===== src/rtl/rst_ctrl_pkg.sv =====
package rst_ctrl_pkg;
  localparam int WORDS       = 2;
  localparam int CTRL_BASE   = 'h44;
  localparam int SET_BASE    = 'h4C;
  localparam int CLR_BASE    = 'h54;
  localparam int WORD_STRIDE = 4;

  typedef struct packed {
    logic [WORDS-1:0] wrDirect;
    logic [WORDS-1:0] wrSet;
    logic [WORDS-1:0] wrClr;
    logic [WORDS-1:0] rdCtrl;
  } bankStrobes_t;
endpackage


===== src/rtl/rst_ctrl_decode.sv =====
module rst_ctrl_decode
  import rst_ctrl_pkg::*;
#(
  parameter int ADDR_W = 8
) (
  input  logic              busWrite,
  input  logic              busRead,
  input  logic [ADDR_W-1:0] busAddr,
  output bankStrobes_t      strobes
);
  always_comb begin
    strobes = '0;
    for (int w = 0; w < WORDS; w++) begin
      strobes.wrDirect[w] = busWrite && (int'(busAddr) == CTRL_BASE + WORD_STRIDE * w);
      strobes.wrSet[w]    = busWrite && (int'(busAddr) == SET_BASE + WORD_STRIDE * w);
      strobes.wrClr[w]    = busWrite && (int'(busAddr) == CLR_BASE + WORD_STRIDE * w);
      strobes.rdCtrl[w]   = busRead && (int'(busAddr) == CTRL_BASE + WORD_STRIDE * w);
    end
  end
endmodule


===== src/rtl/rst_ctrl_datapath.sv =====
module rst_ctrl_datapath
  import rst_ctrl_pkg::*;
#(
  parameter int               DATA_W     = 32,
  parameter logic [DATA_W-1:0] IMPL_MASK0 = 32'h003F_FEFF,
  parameter logic [DATA_W-1:0] IMPL_MASK1 = 32'h0C40_0000
) (
  input  logic                          clk,
  input  logic                          rstN,
  input  bankStrobes_t                  strobes,
  input  logic [DATA_W-1:0]             wrData,
  output logic [DATA_W-1:0]             rdData,
  output logic [WORDS-1:0][DATA_W-1:0]  ctrlQ
);
  for (genvar w = 0; w < WORDS; w++) begin : g_word
    localparam logic [DATA_W-1:0] WordMask = (w == 0) ? IMPL_MASK0 : IMPL_MASK1;
    logic [DATA_W-1:0] wordQ;
    logic [DATA_W-1:0] wordNext;

    // Set is applied before clear, so clear wins if both ever arrive together.
    always_comb begin
      wordNext = wordQ;
      if (strobes.wrDirect[w]) wordNext = wrData;
      if (strobes.wrSet[w])    wordNext = wordNext | wrData;
      if (strobes.wrClr[w])    wordNext = wordNext & ~wrData;
      wordNext = wordNext & WordMask;
    end

    always_ff @(posedge clk or negedge rstN) begin
      if (!rstN) wordQ <= '0;
      else       wordQ <= wordNext;
    end

    assign ctrlQ[w] = wordQ;
  end

  always_comb begin
    rdData = '0;
    for (int w = 0; w < WORDS; w++) begin
      if (strobes.rdCtrl[w]) rdData = rdData | ctrlQ[w];
    end
  end
endmodule


===== src/rtl/rst_ctrl_bank.sv =====
module rst_ctrl_bank
  import rst_ctrl_pkg::*;
#(
  parameter int               ADDR_W     = 8,
  parameter int               DATA_W     = 32,
  parameter logic [DATA_W-1:0] IMPL_MASK0 = 32'h003F_FEFF,
  parameter logic [DATA_W-1:0] IMPL_MASK1 = 32'h0C40_0000
) (
  input  logic              clk,
  input  logic              rstN,
  input  logic              busWrite,
  input  logic              busRead,
  input  logic [ADDR_W-1:0] busAddr,
  input  logic [DATA_W-1:0] busWdata,
  output logic [DATA_W-1:0] busRdata,
  output logic [DATA_W-1:0] periphRst0,
  output logic [DATA_W-1:0] periphRst1
);
  bankStrobes_t                 strobes;
  logic [WORDS-1:0][DATA_W-1:0] ctrlQ;

  rst_ctrl_decode #(.ADDR_W(ADDR_W)) u_decode (
    .busWrite (busWrite),
    .busRead  (busRead),
    .busAddr  (busAddr),
    .strobes  (strobes)
  );

  rst_ctrl_datapath #(
    .DATA_W     (DATA_W),
    .IMPL_MASK0 (IMPL_MASK0),
    .IMPL_MASK1 (IMPL_MASK1)
  ) u_datapath (
    .clk     (clk),
    .rstN    (rstN),
    .strobes (strobes),
    .wrData  (busWdata),
    .rdData  (busRdata),
    .ctrlQ   (ctrlQ)
  );

  assign periphRst0 = ctrlQ[0];
  assign periphRst1 = ctrlQ[1];
endmodule


===== config.mk =====
export PLATFORM = sky130hd
export DESIGN_NAME = rst_ctrl_bank
export DESIGN_NICKNAME = d
export VERILOG_FILES = /design/src/rtl/rst_ctrl_pkg.sv /design/src/rtl/rst_ctrl_decode.sv /design/src/rtl/rst_ctrl_datapath.sv /design/src/rtl/rst_ctrl_bank.sv
export SDC_FILE = /design/constraint.sdc
export NUM_CORES = 1
export LEC_CHECK = 0
export ABC_AREA = 1
export BUFFER_PORTS_ARGS = -buffer_cell sky130_fd_sc_hd__clkbuf_2
export CAP_MARGIN = 20
export CORE_MARGIN = 2
export CORE_UTILIZATION = 37
export DETAILED_ROUTE_END_ITERATION = 10
export GPL_TIMING_DRIVEN = 1
export PLACE_DENSITY_LB_ADDON = 0.08
export SETUP_SLACK_MARGIN = 0.1
export SLEW_MARGIN = 30
export SYNTH_ARGS = -nofsm -noshare
export SYNTH_HDL_FRONTEND = slang
export SYNTH_SLANG_ARGS = --single-unit

===== constraint.sdc =====
create_clock -name clk -period 0.8 [get_ports clk]
set_input_delay 0.08 -clock clk [delete_from_list [all_inputs] [get_ports clk]]
set_output_delay 0.08 -clock clk [all_outputs]
set_load 0.005 [all_outputs]

==> impl_metrics.sql <==
INSERT INTO impl_metrics (metric_group, metric, value, unit) VALUES
('flow_run', 'timing.max_cap.violations', '0', ''),
('final_layout', 'drive_gt1_share', '43.1', '%'),
('setup_path', 'end_kind', 'primary output', ''),
('synth', 'ys.warnings.count', '0', ''),
('final_layout', 'registers.top_by_ff_count', 'u_datapath.g_word.wordQ', ''),
('outcome', 'outcome', 'finished, violations left', ''),
('clock_tree', 'clk_path_buf_depth', '2', ''),
('place', 'buffer_ports.inserted', '83', ''),
('sta', 'achievable-frequency', '0.944', 'GHz'),
('synth', 'synth_area_leaders', 'dfrtp_1 (32%), buf_4 (19%), inv_1 (10%), nor2_1 (10%), nand2_1 (7.3%)', ''),
('clock_tree', 'insertion_delay', '270', 'ps'),
('setup_path', 'critPathSlowestCell', 'clkbuf_16', ''),
('setup_path', 'critical_path.max_stage_delay', '190', 'ps'),
('global_routing', 'grt_antenna_before_repair', '0', ''),
('route', 'drc_violations', '0', ''),
('synth', 'netlist.top_cell.by_area', 'dfrtp_1', ''),
('power_and_ir_drop', 'power.share.switching', '26.8', '%'),
('final_layout', 'layout.nets', '430', ''),
('global_routing', 'global_route.overflow_total', '0', ''),
('global_routing', 'globalRouteTotalUtil', '16.6', '%'),
('place', 'place.detailed.hpwl', '3.30', 'mm'),
('power_and_ir_drop', 'seq_power_share', '43.7', '%'),
('setup_path', 'startpoint_type', 'primary input', ''),
('global_routing', 'global_route_wire_length_before_repair', '7.20', 'mm'),
('sta', 'timing.final.crit_share', '132', '%'),
('die', 'die_w', '75.0', 'µm'),
('global_routing', 'first_global_vias', '1571', ''),
('clock_tree', 'cts-htree-levels', '1', ''),
('setup_path', 'crit_path_cell_chain', 'clkbuf_2 > nor2_4 > nand2_2 > nor2_4 > nand3_4 > clkbuf_16 > nor2_1 > clkbuf_2', ''),
('sta', 'layout_min_cycle_time', '1060', 'ps'),
('final_layout', 'largest_reg_flops', '24', ''),
('synth', 'syn-mean-instance-area', '6.63', 'µm²'),
('sta', 'rsz0062_at_grt', 'yes', ''),
('route', 'wire_per_inst', '11.1', 'µm'),
('die', 'floorplan.initialDensity', '38.9', '%'),
('power_and_ir_drop', 'power_density_over_the_cells', '1140', 'nW/µm²'),
('synth', 'synthFlopType', 'dfrtp_1', ''),
('synth', 'netlist-cell-type-count', '18', ''),
('clock_tree', 'clock-sinks', '24', ''),
('sta', 'timing.final.hold_violations', '0', ''),
('setup_path', 'critPathRequiredTime', '720', 'ps'),
('setup_path', 'critPathMaxFanout', '10', ''),
('sta', 'finalWorstSetupSlack', '-259', 'ps'),
('final_layout', 'num-fill-cells', '483', ''),
('route', 'wirelength', '5.04', 'mm'),
('die', 'height_of_the_die', '75.0', 'µm'),
('final_layout', 'syn_to_final_growth', '49.7', '%'),
('synth', 'synth.ff_latch_count', '24', ''),
('route', 'avgViaCountPerCell', '4.14', ''),
('sta', 'final_setup_violation_count', '72', ''),
('final_layout', 'top_regs', 'u_datapath.g_word.wordQ x24', ''),
('place', 'finalWeightedCongestion', '0.757', ''),
('setup_path', 'timing.reg2reg.worst_path_depth', '4', ''),
('die', 'core_area', '4790', 'µm²'),
('power_and_ir_drop', 'part_of_the_power_in_combinational_logic', '22.6', '%'),
('synth', 'synth_seq_area_share', '32.2', '%'),
('power_and_ir_drop', 'clock_power_share', '33.7', '%'),
('min_path', 'hold_depth', '3', ''),
('die', 'io_pins', '140', ''),
('synth', 'synth_area', '1860', 'µm²'),
('synth', 'synth_edf_count', '0', ''),
('route', 'detailedRoute.firstPassIterationCount', '4', ''),
('power_and_ir_drop', 'power.internal', '2.32', 'mW'),
('clock_tree', 'cts.clk_slew.worst_paths', '90', 'ps'),
('route', 'initialDrtViolationCount', '56', ''),
('power_and_ir_drop', 'net_switching_component_of_the_power', '0.852', 'mW'),
('synth', 'async_reset_ff_share', '100', '%'),
('sta', 'slew_viol_final', '0', ''),
('route', 'antenna_violating_nets_post_route', '0', ''),
('synth', 'synth_top_cells_by_count', 'inv_1 (51), nor2_1 (50), buf_4 (48)', ''),
('outcome', 'violations', 'negative setup slack', '');
critical path, delay by kind of cell:
kind          cells  cell delay [ps]
buf+inv           3              410
simple gates      5              480
per-stage QoR:
| stage | total power, mW | area [µm²] | cells | setup TNS, ps | util (%) |
|---|---|---|---|---|---|
| 3_3_place_gp | 1.97 | 2310 | 431 | -14630 | 48.4 |
| 2_1_floorplan | 1.84 | 2130 | 328 | -2190 | - |
| 6_report | 3.18 | 2790 | 452 | -11980 | 58.3 |
| 3_5_place_dp | 1.98 | 2310 | 431 | -15120 | 48.4 |
| 5_1_grt | 3.36 | 2790 | 452 | -15420 | 58.3 |
| 4_1_cts | 3.13 | 2580 | 446 | -11440 | 53.9 |
power by group through the flow:
stage          Combinational (mW)  Clock (mW)  Sequential (mW)
2_1_floorplan               0.433           0             1.41
3_3_place_gp                0.559           0             1.41
3_5_place_dp                0.565           0             1.41
4_1_cts                     0.637        1.10             1.39
5_1_grt                     0.817        1.14             1.40
6_report                    0.718        1.07             1.39
cells in the final DEF, fill, tap and decap left out, drive strengths merged:
master	count
a21oi	24
buf	44
bufinv	1
clkbuf	69
clkinv	1
conb	48
dfrtp	24
dlygate4sd3	1
inv	53
nand2	39
nand3	4
nand4	1
nor2	52
nor3b	3
o21ai	21
path summary, 6_finish.rpt:
path	startpoint	endpoint	slack, ps
worst max register to register	u_datapath.g_word[1].wordQ[22]	u_datapath.g_word[1].wordQ[22]	-30
worst min register to register	u_datapath.g_word[0].wordQ[6]	u_datapath.g_word[0].wordQ[6]	560
worst min-delay path	busWdata[14]	u_datapath.g_word[0].wordQ[14]	30
max in group asynchronous	rstN	u_datapath.g_word[0].wordQ[4]	220
worst max-delay path	busAddr[0]	busRdata[7]	-260
min in group asynchronous	rstN	u_datapath.g_word[0].wordQ[9]	330
cell families (layout without fill, tap and decap cells):
kind of cell           after synthesis  after routing  synth area share [%]
AND/OR/NAND/NOR                     99             99                  22.2
buffers and inverters              112            169                  33.3
other                                1             48                 0.201
AO/OA/AOI/OAI                       45             45                  12.1
flip-flops                          24             24                  32.2
area by class of cell:
type / count / area, µm² / area share, %
multi-input combinational: 192 / 993 / 35.6
timing repair buffer: 111 / 816 / 29.3
sequential: 24 / 601 / 21.5
inverter: 54 / 224 / 8.03
tap: 67 / 83.8 / 3.01
clock buffer: 3 / 41.3 / 1.48
clock inverter: 1 / 30.0 / 1.08
what timing repair did:
action	in CTS	in global routing
resized for setup	17	68
gates cloned	2	2
endpoints found under the hold margin	24	0
pin swaps	5	10
setup endpoints to repair	72	72
setup buffers	8	4
hold buffers	1	0
per-layer routing:
metal | wire [µm] | track usage, % | up-vias
li1 | - | - | 949
met1 | 1960 | 19.7 | 835
met2 | 2700 | 31.1 | 82
met3 | 323 | 2.95 | 4
met4 | 56 | 3.57 | 0
met5 | 0 | 0 | -
Note: power is estimated with default switching activity, not from simulation.
